### config.mk
export PLATFORM = sky130hd
export DESIGN_NAME = qenc_counter
export DESIGN_NICKNAME = d
export VERILOG_FILES = /design/src/rtl/qenc_pkg.sv /design/src/rtl/qenc_edge_dec.sv /design/src/rtl/qenc_regs.sv /design/src/rtl/qenc_core.sv /design/src/rtl/qenc_counter.sv
export SDC_FILE = /design/constraint.sdc
export NUM_CORES = 1
export LEC_CHECK = 0
export BUFFER_PORTS_ARGS = -buffer_cell sky130_fd_sc_hd__buf_4
export CAP_MARGIN = 40
export CORE_MARGIN = 3
export CORE_UTILIZATION = 41
export DETAILED_ROUTE_END_ITERATION = 6
export GPL_TIMING_DRIVEN = 0
export PLACE_DENSITY = 0.58
export SLEW_MARGIN = 15
export SYNTH_ARGS = -nofsm -noshare
export SYNTH_HDL_FRONTEND = slang
export SYNTH_HIERARCHICAL = 1
export SYNTH_SLANG_ARGS = --single-unit
### constraint.sdc
create_clock -name clk -period 3.2 [get_ports clk]
set_input_delay 0.8 -clock clk [delete_from_list [all_inputs] [get_ports clk]]
set_output_delay 0.8 -clock clk [all_outputs]
set_load 0.1 [all_outputs]
### src/rtl/qenc_pkg.sv
package qenc_pkg;

  typedef enum logic [1:0] {
    QM_INC = 2'd0,
    QM_X2A = 2'd1,
    QM_X2B = 2'd2,
    QM_X4  = 2'd3
  } qenc_mode_e;

  localparam logic [1:0] RA_CTRL  = 2'd0;
  localparam logic [1:0] RA_COUNT = 2'd1;
  localparam logic [1:0] RA_CEIL  = 2'd2;
  localparam logic [1:0] RA_STAT  = 2'd3;

  localparam int CB_EN      = 0;
  localparam int CB_MODE_LO = 1;
  localparam int CB_PRE     = 3;
  localparam int CB_UPD     = 4;
  localparam int CTRL_BITS  = 5;

  // Up/down decision for an edge on channel A, levels taken after the edge.
  function automatic logic dir_up_on_a(input logic a, input logic b);
    return a ^ b;
  endfunction

  // Up/down decision for an edge on channel B, levels taken after the edge.
  function automatic logic dir_up_on_b(input logic a, input logic b);
    return ~(a ^ b);
  endfunction

endpackage

### src/rtl/qenc_edge_dec.sv
module qenc_edge_dec
  import qenc_pkg::*;
(
  input  logic       clk,
  input  logic       rst_n,
  input  logic       in_a,
  input  logic       in_b,
  input  qenc_mode_e mode,
  output logic       a_edge,
  output logic       b_edge,
  output logic       step,
  output logic       step_up
);

  logic a_q, b_q;

  always_ff @(posedge clk or negedge rst_n) begin
    if (!rst_n) begin
      a_q <= 1'b0;
      b_q <= 1'b0;
    end else begin
      a_q <= in_a;
      b_q <= in_b;
    end
  end

  assign a_edge = in_a ^ a_q;
  assign b_edge = in_b ^ b_q;

  always_comb begin
    step    = 1'b0;
    step_up = 1'b1;
    unique case (mode)
      QM_INC: begin
        step    = 1'b1;
        step_up = 1'b1;
      end
      QM_X2A: begin
        step    = a_edge;
        step_up = dir_up_on_a(in_a, in_b);
      end
      QM_X2B: begin
        step    = b_edge;
        step_up = dir_up_on_b(in_a, in_b);
      end
      QM_X4: begin
        // simultaneous change on both channels is not a valid transition
        step    = a_edge ^ b_edge;
        step_up = a_edge ? dir_up_on_a(in_a, in_b) : dir_up_on_b(in_a, in_b);
      end
      default: begin
        step    = 1'b0;
        step_up = 1'b1;
      end
    endcase
  end

endmodule

### src/rtl/qenc_regs.sv
module qenc_regs
  import qenc_pkg::*;
#(
  parameter int W = 16
) (
  input  logic         clk,
  input  logic         rst_n,
  input  logic         wr_en,
  input  logic [1:0]   wr_addr,
  input  logic [W-1:0] wr_data,
  input  logic         wrap_evt,
  output logic         en,
  output qenc_mode_e   mode,
  output logic         preload,
  output logic [W-1:0] ceil_act,
  output logic [W-1:0] ceil_shd,
  output logic         cnt_load,
  output logic         ceil_wr,
  output logic         upd_evt
);

  localparam logic [W-1:0] CEIL_RST = '1;

  logic ctrl_wr;

  assign ctrl_wr  = wr_en && (wr_addr == RA_CTRL);
  assign ceil_wr  = wr_en && (wr_addr == RA_CEIL);
  assign upd_evt  = ctrl_wr && wr_data[CB_UPD];
  assign cnt_load = wr_en && (wr_addr == RA_COUNT) && (wr_data <= ceil_act);

  always_ff @(posedge clk or negedge rst_n) begin
    if (!rst_n) begin
      en      <= 1'b0;
      mode    <= QM_INC;
      preload <= 1'b0;
    end else if (ctrl_wr) begin
      en      <= wr_data[CB_EN];
      mode    <= qenc_mode_e'(wr_data[CB_MODE_LO +: 2]);
      preload <= wr_data[CB_PRE];
    end
  end

  always_ff @(posedge clk or negedge rst_n) begin
    if (!rst_n) begin
      ceil_shd <= CEIL_RST;
    end else if (ceil_wr) begin
      ceil_shd <= wr_data;
    end
  end

  // A direct write wins over a reload from the shadow in the same cycle.
  always_ff @(posedge clk or negedge rst_n) begin
    if (!rst_n) begin
      ceil_act <= CEIL_RST;
    end else if (ceil_wr && !preload) begin
      ceil_act <= wr_data;
    end else if (wrap_evt || upd_evt) begin
      ceil_act <= ceil_shd;
    end
  end

endmodule

### src/rtl/qenc_core.sv
module qenc_core #(
  parameter int W = 16
) (
  input  logic         clk,
  input  logic         rst_n,
  input  logic         en,
  input  logic         step,
  input  logic         step_up,
  input  logic         cnt_load,
  input  logic [W-1:0] load_val,
  input  logic [W-1:0] ceil_act,
  input  logic [W-1:0] ceil_shd,
  output logic [W-1:0] cnt,
  output logic         dir_down,
  output logic         ovf,
  output logic         unf,
  output logic         wrap_evt
);

  localparam logic [W-1:0] ONE  = {{(W-1){1'b0}}, 1'b1};
  localparam logic [W-1:0] ZERO = '0;

  function automatic logic [W-1:0] next_up(input logic [W-1:0] c, input logic [W-1:0] lim);
    return (c >= lim) ? ZERO : (c + ONE);
  endfunction

  function automatic logic [W-1:0] next_down(input logic [W-1:0] c, input logic [W-1:0] reload);
    return (c == ZERO) ? reload : (c - ONE);
  endfunction

  logic advance, up_wrap, dn_wrap;

  assign advance  = en && step && !cnt_load;
  assign up_wrap  = advance && step_up && (cnt >= ceil_act);
  assign dn_wrap  = advance && !step_up && (cnt == ZERO);
  assign wrap_evt = up_wrap || dn_wrap;

  always_ff @(posedge clk or negedge rst_n) begin
    if (!rst_n) begin
      cnt      <= ZERO;
      dir_down <= 1'b0;
      ovf      <= 1'b0;
      unf      <= 1'b0;
    end else begin
      ovf <= up_wrap;
      unf <= dn_wrap;
      if (cnt_load) begin
        cnt <= load_val;
      end else if (advance) begin
        cnt <= step_up ? next_up(cnt, ceil_act) : next_down(cnt, ceil_shd);
      end
      if (advance) begin
        dir_down <= !step_up;
      end
    end
  end

endmodule

### src/rtl/qenc_counter.sv
module qenc_counter
  import qenc_pkg::*;
#(
  parameter int W = 16
) (
  input  logic         clk,
  input  logic         rst_n,
  input  logic         wr_en,
  input  logic [1:0]   wr_addr,
  input  logic [W-1:0] wr_data,
  input  logic [1:0]   rd_addr,
  output logic [W-1:0] rd_data,
  input  logic         in_a,
  input  logic         in_b,
  output logic [W-1:0] count_o,
  output logic         dir_down_o,
  output logic         ovf_o,
  output logic         unf_o
);

  localparam int MIN_W = CTRL_BITS;
  if (W < MIN_W) begin : g_width_check
    $error("qenc_counter: W must hold the control word");
  end

  qenc_mode_e   mode;
  logic         en, preload;
  logic [W-1:0] ceil_act, ceil_shd, cnt;
  logic         cnt_load, ceil_wr, upd_evt, wrap_evt;
  logic         a_edge, b_edge, step, step_up;
  logic         dir_down, ovf, unf;

  qenc_edge_dec u_dec (
    .clk     (clk),
    .rst_n   (rst_n),
    .in_a    (in_a),
    .in_b    (in_b),
    .mode    (mode),
    .a_edge  (a_edge),
    .b_edge  (b_edge),
    .step    (step),
    .step_up (step_up)
  );

  qenc_regs #(.W(W)) u_regs (
    .clk      (clk),
    .rst_n    (rst_n),
    .wr_en    (wr_en),
    .wr_addr  (wr_addr),
    .wr_data  (wr_data),
    .wrap_evt (wrap_evt),
    .en       (en),
    .mode     (mode),
    .preload  (preload),
    .ceil_act (ceil_act),
    .ceil_shd (ceil_shd),
    .cnt_load (cnt_load),
    .ceil_wr  (ceil_wr),
    .upd_evt  (upd_evt)
  );

  qenc_core #(.W(W)) u_core (
    .clk      (clk),
    .rst_n    (rst_n),
    .en       (en),
    .step     (step),
    .step_up  (step_up),
    .cnt_load (cnt_load),
    .load_val (wr_data),
    .ceil_act (ceil_act),
    .ceil_shd (ceil_shd),
    .cnt      (cnt),
    .dir_down (dir_down),
    .ovf      (ovf),
    .unf      (unf),
    .wrap_evt (wrap_evt)
  );

  always_comb begin
    rd_data = '0;
    unique case (rd_addr)
      RA_CTRL: begin
        rd_data[CB_EN]              = en;
        rd_data[CB_MODE_LO +: 2]    = mode;
        rd_data[CB_PRE]             = preload;
      end
      RA_COUNT: rd_data = cnt;
      RA_CEIL:  rd_data = ceil_act;
      RA_STAT:  rd_data[0] = dir_down;
      default:  rd_data = '0;
    endcase
  end

  assign count_o    = cnt;
  assign dir_down_o = dir_down;
  assign ovf_o      = ovf;
  assign unf_o      = unf;

endmodule

# Word-level counts from Yosys, hierarchy flattened

Cells that the tools add are included.

Add/sub/neg operators: 2
Order comparisons: 2
Equal/unequal tests: 8
Multiplexer cells: 13
Bitwise gates (word level): 5
Reductions and logical operators: 23

Operator list:

| kind                                                                   | count |
|---|---|
| 16-bit 2-to-1 mux                                                      | 7 |
| 12-bit case mux with 2 select lines                                    | 1 |
| 16-bit by 1-bit adder with 16-bit output (second input constant)       | 1 |
| 16-bit >= comparator                                                   | 1 |
| 16-bit <= comparator                                                   | 1 |
| 16-bit logical NOT                                                     | 1 |
| 16-bit by 1-bit subtractor with 16-bit output (second input constant)  | 1 |
| 1-bit logical AND                                                      | 12 |
| 1-bit case mux with 4 select lines                                     | 3 |
| 2-bit equality test (second input constant)                            | 5 |
| 3-bit case mux with 3 select lines                                     | 1 |
| 2-bit by 1-bit equality test with 1-bit output (second input constant) | 3 |
| 2-bit logical NOT                                                      | 3 |
| 2-bit nonzero test                                                     | 2 |
| 1-bit XOR                                                              | 4 |
| 1-bit logical NOT                                                      | 3 |
| 1-bit logical OR                                                       | 2 |
| 1-bit 2-to-1 mux                                                       | 1 |
| 1-bit NOT                                                              | 1 |

Bits in registers: 57
Input bits: 25
Output and inout bits: 35

# Logic depth before layout (Yosys ltp)

Gate-level depths: netlist of run 1.

Depth in word-level cells: 11
Mapped depth: 12
Gate-level depth less buffers: 12

# By module

Netlist of run 1, hierarchy kept.

Modules (own cells, without submodules):

| module        | instances | cells each | area an instance (µm²) | seq. area each (µm²) |
|---|---|---|---|---|
| qenc_core     | 1         | 293        | 2290.9                 | 475.5 |
| qenc_regs     | 1         | 203        | 2000.7                 | 940.9 |
| qenc_counter  | 1         | 45         | 346.6                  | 0.0 |
| qenc_edge_dec | 1         | 15         | 158.9                  | 50.0 |

# Least setup slack after synthesis of run 1

OpenSTA, ideal clock, no wires.

Path kind: input to output
From: input rd_addr[1]
To: output rd_data[0]
Arrival: 2903 ps
Path slack: -503 ps
Cell stages on the path: 6
Cells stage by stage: inv_1 -> ha_1 -> clkbuf_2 -> buf_6 -> a222oi_1 -> mux2i_1

Word-level cells in the longest chain between the ends: 2
Elaborated cells on any way between the ends: 5

RTL lines:

| item                                        | RTL line           | source |
|---|---|---|
| start, declared                             | qenc_counter.sv:11 | `input logic [1:0] rd_addr,` |
| 2-bit equality test (tied with other cells) | qenc_counter.sv:81 | `unique case (rd_addr)` |
| 1-bit case mux with 4 select lines (*)      | qenc_counter.sv:81 |  |
| end, declared                               | qenc_counter.sv:12 | `output logic [W-1:0] rd_data,` |

Every way passes the cells marked *; elsewhere a longest branch is shown, timed or not.

# Final worst setup path of run 1

From: input wr_data[15]
To: register u_core.cnt[7]

Word-level cells in the longest chain between the ends: 5
Elaborated cells on any way between the ends: 6

RTL lines:

| item                                | RTL line           | source |
|---|---|---|
| start, declared                     | qenc_counter.sv:10 | `input logic [W-1:0] wr_data,` |
| 16-bit <= comparator (*)            | qenc_regs.sv:29    | `assign cnt_load = wr_en && (wr_addr == RA_COUNT) && (wr_data <= ceil_act);` |
| 1-bit logical AND (*)               | qenc_regs.sv:29    |  |
| named net cnt_load                  | qenc_counter.sv:29 | `logic cnt_load, ceil_wr, upd_evt, wrap_evt;` |
| 1-bit logical NOT                   | qenc_core.sv:33    | `assign advance = en && step && !cnt_load;` |
| 1-bit logical AND                   | qenc_core.sv:33    |  |
| 2-bit nonzero test (no source line) | --                 |  |
| end signal, assigned                | qenc_core.sv:48    | `cnt <= load_val;` |
| end signal, assigned                | qenc_core.sv:50    | `cnt <= step_up ? next_up(cnt, ceil_act) : next_down(cnt, ceil_shd);` |
| end, declared                       | qenc_core.sv:13    | `output logic [W-1:0] cnt,` |

Mark *: on every way through the listed nets, which the timed path passes. The rest lies on a longest branch.
A chain may end at the register's enable or synchronous reset.

==> results of run 1 <==
worst max path at each step:
stage,end,slack (ns)
floorplan,rd_data[0],-0.03
global placement,u_core/cnt[9]$_DFFE_PN0P_,-1.05
detailed placement,u_core/cnt[9]$_DFFE_PN0P_,-1.01
CTS,u_regs/ceil_act[10]$_DFFE_PN1P_,0.02
global route,u_regs/ceil_act[0]$_DFFE_PN1P_,-0.03
finish,u_core/cnt[7]$_DFFE_PN0P_,0.11
layer usage:
layer | wire length, um | up-vias | track usage
li1 | - | 2165 | -
met1 | 7580 | 2206 | 0.357
met2 | 7540 | 152 | 0.404
met3 | 819 | 30 | 0.0365
met4 | 452 | 0 | 0.0998
met5 | 0 | - | 0
cell usage in the layout (no fill, tap or decap), types with 4 or more instances in the layout:
| cell | count |
|---|---|
| o21a_1 | 4 |
| o21ai_0 | 21 |
| nand3_1 | 10 |
| mux2_2 | 5 |
| dfstp_2 | 32 |
| nor2_2 | 4 |
| dfrtp_1 | 24 |
| clkbuf_1 | 10 |
| nor2_1 | 30 |
| nor4_1 | 5 |
| a22oi_1 | 14 |
| a21o_1 | 5 |
| a31oi_1 | 6 |
| a211oi_1 | 12 |
| nor3_1 | 14 |
| nand2_1 | 78 |
| xnor2_1 | 10 |
| buf_6 | 12 |
| xor2_1 | 8 |
| o22ai_1 | 10 |
| clkbuf_16 | 9 |
| a21oi_1 | 27 |
| buf_4 | 70 |
| ha_1 | 40 |
| o21ai_1 | 4 |
| nand4_1 | 11 |
| inv_1 | 50 |
| buf_2 | 6 |
| mux2i_1 | 15 |
| a222oi_1 | 5 |
| nor2b_2 | 12 |
| o211ai_1 | 4 |
timing repair:
action,in CTS,in global routing
setup buffers,3,6
pin swaps,4,6
gates cloned,1,1
setup endpoints to repair,35,20
gates resized for setup,15,5
final cells by class:
type	instances	area, um^2
fillers	1049	5230
multi-input cells	418	3030
flip-flops and latches	57	1470
repair buffers	70	539
clock buffers	14	264
plain buffers	28	218
inverters	51	191
well taps	140	175
clock inverters	2	12.5
critical path, cell delays in order:
cell,delay (ns)
buf_4,0.13
ha_1,0.31
nand4_1,0.22
buf_4,0.22
a2111oi_4,0.39
o31ai_4,0.15
buf_4,0.17
a21oi_2,0.23
nor2_1,0.07
mux2i_1,0.14
nor2_1,0.05
a22o_1,0.19
a211o_1,0.23
state kept, by name, summed over array words and instances (netlist names):
signal,cells
u_dec/b_q,1
u_regs/ceil_shd,16
u_dec/a_q,1
u_regs/preload,1
u_regs/ceil_act,16
u_core/cnt,16
u_regs/mode,2
u_core/ovf,1
u_core/unf,1
u_regs/en,1
u_core/dir_down,1
stage by stage:
| step | worst slack [ns] | area [um^2] | TNS, ns | instances |
|---|---|---|---|---|
| 2_1_floorplan | -0.0255 | 4830 | -0.0255 | 555 |
| 3_3_place_gp | -1.05 | 5450 | -25.21 | 754 |
| 3_5_place_dp | -1.01 | 5450 | -24.85 | 754 |
| 4_1_cts | 0.0208 | 5810 | 0 | 773 |
| 5_1_grt | -0.0255 | 5900 | -0.0382 | 780 |
| 6_report | 0.106 | 5900 | 0 | 780 |
power by group:
group	total, W	internal, W	leakage (nW)	switching [W]
sequential	0.00142	0.00104	0.647	0.000380
clock	0.000904	0.000565	0.133	0.000339
combinational	0.00362	0.00119	1.80	0.00243
total	0.00595	0.00280	2.58	0.00315
==> impl_results.md, run 1 <==
* Antenna cells at 0
* WL final at roughly 16000 um
* Max_slew headroom at 0.502
* Max Fclk at around 0.32 GHz
* Clock transition at path regs at 0.05 ns
* Power Density at about 1000 nW/um^2
* RR Startpoint: u_regs/ceil_act[15]$_DFFE_PN1P_
* Area growth from synthesis to layout at 23.2%
* Via count at around 4600
* Syn Std Cell Area at 4790 um^2
* Leakage at 2.58 nW
* Tightest Hold Check Type: register to register
* Total design power at a little under 0.006 W
* Share of layout cells above drive strength 1 at 0.292
* Gate Count Post-Synth at 555
* DRC at 0
* Actual slew at the worst max-slew pin at 0.747 ns
* Clock root buffer: clkbuf_16
* Hold path cells at 2
* CTS Hold Bufs at 0
* R2r endpoint: u_core/cnt[7]$_DFFE_PN0P_
* Port buffer count at 59
* Worst Path Max Fanout at 4
* Initial DRC count at 321
* Worst hold endpoint: u_regs/ceil_shd[15]$_DFFE_PN1P_
* HPWL after DPL at between 10000 and 15000 um
* Post-route ant nets at 0
* Vias in the first global route at about 4300
* CTS sink cnt at 57
* WP data required at 3.42 ns
* Cts bufs inserted at 9
* Core outline area at between 10000 and 15000 um^2
* Fin crit period at roughly 3.1 ns
* Setup crit start kind: input pin
* Syn Area/Cell at around 8.6 um^2
* Min-delay src: u_regs/ceil_shd[15]$_DFFE_PN1P_
* Clock skew at 0.00556 ns
* Peak supply drop at 0.000738 V
* Pre-antenna DRT Iters at 5
* Max-slew violations at 0
* Crit end category: register
* # IOs at 60
* H-tree depth at 3
* Hold Vio Cnt, Final at 0
* Final setup violation count at 0
* Worst hold margin at 0.472 ns
* Vias per inst at 5.84
* Layout Nets at 700
* R2R Setup Slk at 0.11 ns
* CTS tree: done
* Die Wd at 114 um
* # rows at 38
* WL per Instance at 21.0 um
* First-pass GRT wire length at 25200 um
* Largest net degree at the start of global routing at 58
* Max-cap viol count at 0
* Synth warn at 6
* Syn nets at 620
* Die area at 13000 um^2
* Worst r2r path cells at 13
* Global Route Usage Sum at 0.257
* Initial antenna violation count at 0
* Final Core Density at 0.530
* WP data arrival at 3.31 ns
* GPL Wtd Cong at 0.918
* Worst-skew pair later-pin latency at approximately 0.34 ns
* Status: finished clean
* Gr ovfl total at 0
* Initial Util at 0.431
* Clk buf depth at 2
* Final period util at 0.967
* Die Y at 114 um
* Critical path class: input pin to register
* Worst setup startpoint: wr_data[15]
Note: power is estimated with default switching activity, not from simulation.
==> inputs of run 2 (changes only) <==
--- a/config.mk
+++ b/config.mk
@@ -5,13 +5,15 @@
 export SDC_FILE = /design/constraint.sdc
 export NUM_CORES = 1
 export LEC_CHECK = 0
+export ABC_AREA = 1
 export BUFFER_PORTS_ARGS = -buffer_cell sky130_fd_sc_hd__buf_4
 export CAP_MARGIN = 40
+export CORE_ASPECT_RATIO = 2
 export CORE_MARGIN = 3
 export CORE_UTILIZATION = 41
 export DETAILED_ROUTE_END_ITERATION = 6
 export GPL_TIMING_DRIVEN = 0
-export PLACE_DENSITY = 0.58
+export PLACE_DENSITY = 0.57
 export SLEW_MARGIN = 15
 export SYNTH_ARGS = -nofsm -noshare
 export SYNTH_HDL_FRONTEND = slang
==> run 2 against run 1 <==
Sequential power hardly changed. Maximum frequency is 1.8% higher. Die area is 12% higher. Core utilization is 3.4 points lower. Non-clock buffer count is 4 lower. Clock skew is 0.0033 ns higher. Highest routed layer unchanged.
==> impl_results.md, run 2 <==
* Max Fclk at 0.329 GHz (was 0.323 GHz)
* Area growth from synthesis to layout at 17.7% (was 23.2%)
* # rows at 58 (was 38)
* Gr ovfl total at 0 (unchanged)
* Port buffer count at 59 (unchanged)
* Syn nets at 893 (was 620)
* HPWL after DPL at 15800 um (was 12300 um)
* Power Density at 1010 nW/um^2 (about the same)
* Largest registers: u_core/cnt: 16 flops, u_regs/ceil_act: 16 flops, u_regs/ceil_shd: 16 flops (unchanged)
* Via count at 5534 (was 4553)
* Final setup violation count at 0 (unchanged)
* Final period util at 0.950 (was 0.967)
* Die Wd at 86.8 um (was 114 um)
* CTS tree: done (unchanged)
* Fin crit period at 3.04 ns (was 3.09 ns)
* WP data arrival at 3.31 ns (about the same)
* DRC at 0 (unchanged)
* Clk buf depth at 2 (unchanged)
* Worst-skew pair later-pin latency at 0.33 ns (was 0.34 ns)
* Crit end category: register (unchanged)
* Clock root buffer: clkbuf_16 (unchanged)
* Leakage at 3.33 nW (was 2.58 nW)
* Synth warn at 6 (unchanged)
* WP data required at 3.47 ns (was 3.42 ns)
* Worst Path Max Fanout at 10 (was 4)
* Syn Area/Cell at 6.47 um^2 (was 8.63 um^2)
* # IOs at 60 (unchanged)
* RSZ-0062 raised after global routing: no
* Status: finished clean (unchanged)
* Antenna cells at 0 (unchanged)
* Tightest Hold Check Type: register to register (unchanged)
* Initial DRC count at 403 (was 321)
* Initial Util at 0.422 (was 0.431)
* Switch Pwr at 0.00354 W (was 0.00315 W)
* Final WS setup at 0.159 ns (was 0.106 ns)
* Initial antenna violation count at 0 (unchanged)
* Register share of total power at 0.220 (was 0.240)
* Total design power at 0.00634 W (was 0.00595 W)
* Die Y at 168 um (was 114 um)
* WL final at 19300 um (was 16400 um)
* Max-cap viol count at 0 (unchanged)
* Switching share of total power at 0.559 (was 0.529)
* Commonest non-fill, non-tap cells in the layout: nand2_1, inv_1, buf_4, nor2_1, o21ai_0 (was nand2_1, buf_4, inv_1, ha_1, dfstp_2)
* Clock skew at 0.00886 ns (was 0.00556 ns)
* Clk network pwr share at 0.155 (was 0.152)
* Layout Nets at 963 (was 700)
* Vias per inst at 5.26 (was 5.84)
* Gate power share at 0.625 (was 0.608)
* H-tree depth at 3 (unchanged)
* Post-route ant nets at 0 (unchanged)
* Die area at 14600 um^2 (was 13000 um^2)
* Max_slew headroom at 0.491 (was 0.502)
* WL per Instance at 18.3 um (was 21.0 um)
* Max-slew violations at 0 (unchanged)
* Share of layout cells above drive strength 1 at 0.204 (was 0.292)
* Fill count at 1323 (was 1049)
* Internal power at 0.00280 W (about the same)
* Setup TNS at 0 ns (unchanged)
* Setup crit start kind: input pin (unchanged)
* Largest net degree at the start of global routing at 58 (unchanged)
* Final Core Density at 0.497 (was 0.530)
* Pre-antenna DRT Iters at 7 (was 5)
* Peak supply drop at 0.000592 V (was 0.000738 V)
* Commonest non-fill, non-tap cell in the layout: nand2_1 (unchanged)
* Cts bufs inserted at 9 (unchanged)
* Clock transition at path regs at 0.06 ns (was 0.05 ns)
* Syn Std Cell Area at 5360 um^2 (was 4790 um^2)
* Pre-CTS setup slack at -0.236 ns (was -1.01 ns)
* GPL Wtd Cong at 0.954 (was 0.918)
* Global Route Usage Sum at 0.271 (was 0.257)
* Hold Vio Cnt, Final at 0 (unchanged)
* CTS sink cnt at 57 (unchanged)
* Actual slew at the worst max-slew pin at 0.764 ns (was 0.747 ns)
* Critical path class: input pin to register (unchanged)
* Core outline area at 12700 um^2 (was 11100 um^2)
* Vias in the first global route at 5619 (was 4329)
* First-pass GRT wire length at 29800 um (was 25200 um)
* Gate Count Post-Synth at 828 (was 555)
==> run 2: final timing paths <==
| kind | start | end | slack [ns] | cells after the start |
|---|---|---|---|---|
| min reg2reg | u_regs/ceil_shd[0]$_DFFE_PN1P_ | u_regs/ceil_act[0]$_DFFE_PN1P_ | 0.50 | 2 |
| min in group asynchronous | rst_n | u_core/cnt[8]$_DFFE_PN0P_ | 0.55 | 1 |
| max | wr_data[3] | u_core/cnt[2]$_DFFE_PN0P_ | 0.16 | 18 |
| max in group asynchronous | rst_n | u_core/cnt[0]$_DFFE_PN0P_ | 2.10 | 1 |
| min | u_regs/ceil_shd[0]$_DFFE_PN1P_ | u_regs/ceil_act[0]$_DFFE_PN1P_ | 0.50 | 2 |
| max reg2reg | u_regs/ceil_act[3]$_DFFE_PN1P_ | u_core/cnt[2]$_DFFE_PN0P_ | 0.17 | 18 |
==> run 2: layer usage <==
| metal | wire, um | vias to the layer above | GRT usage |
|---|---|---|---|
| met5 | 0 | - | 0 |
| met4 | 1090 | 0 | 0.140 |
| met3 | 695 | 53 | 0.0315 |
| met2 | 10500 | 168 | 0.511 |
| met1 | 7010 | 2559 | 0.279 |
| li1 | - | 2754 | - |
==> run 2: cell type report <==
cell class | count | area [um^2] | area share
Clock buffer | 11 | 275 | 0.0436
Clock inverter | 5 | 35.0 | 0.00555
Timing Repair Buffer | 59 | 443 | 0.0702
Tap cell | 150 | 188 | 0.0298
Sequential cell | 57 | 1470 | 0.233
Multi-Input combinational cell | 609 | 3170 | 0.503
Inverter | 127 | 477 | 0.0756
Buffer | 35 | 250 | 0.0397
==> run 2: stage by stage <==
stage / cells / hold slack [ns] / instance area [um^2]
6_report: 1053 / 0.504 / 6310
5_1_grt: 1053 / 0.515 / 6310
4_1_cts: 1053 / 0.506 / 6300
3_5_place_dp: 1037 / 0.498 / 5990
3_3_place_gp: 1037 / 0.490 / 5990
2_1_floorplan: 828 / 0.472 / 5360
==> run 2: timing repair <==
action	4_1_cts	5_1_grt
hold endpoints to repair	0	0
gates resized for setup	0	3
setup endpoints to repair	0	26
hold buffers	0	0
buffers inserted	0	0
==> run 2: power by group through the flow <==
stage / Clock [W] / Sequential [W] / Combinational, W
2_1_floorplan: 0 / 0.00187 / 0.00236
3_3_place_gp: 0 / 0.00140 / 0.00388
3_5_place_dp: 0 / 0.00141 / 0.00393
4_1_cts: 0.00100 / 0.00140 / 0.00395
5_1_grt: 0.00102 / 0.00143 / 0.00433
6_report: 0.000984 / 0.00140 / 0.00396
==> run 2: worst max-delay path, stage by stage <==
cell and delay (ns):
buf_4 0.13, ha_1 0.30, nand2_1 0.08, inv_1 0.06, nand2_1 0.05, nand2_1 0.14, nand2_1 0.07, nand2_1 0.06
nand2_1 0.04, nand2_1 0.06, a21oi_1 0.06, buf_2 0.18, inv_1 0.21, nand2_1 0.10, inv_1 0.23, clkbuf_1 0.52
nand2_1 0.12, nand2_1 0.10
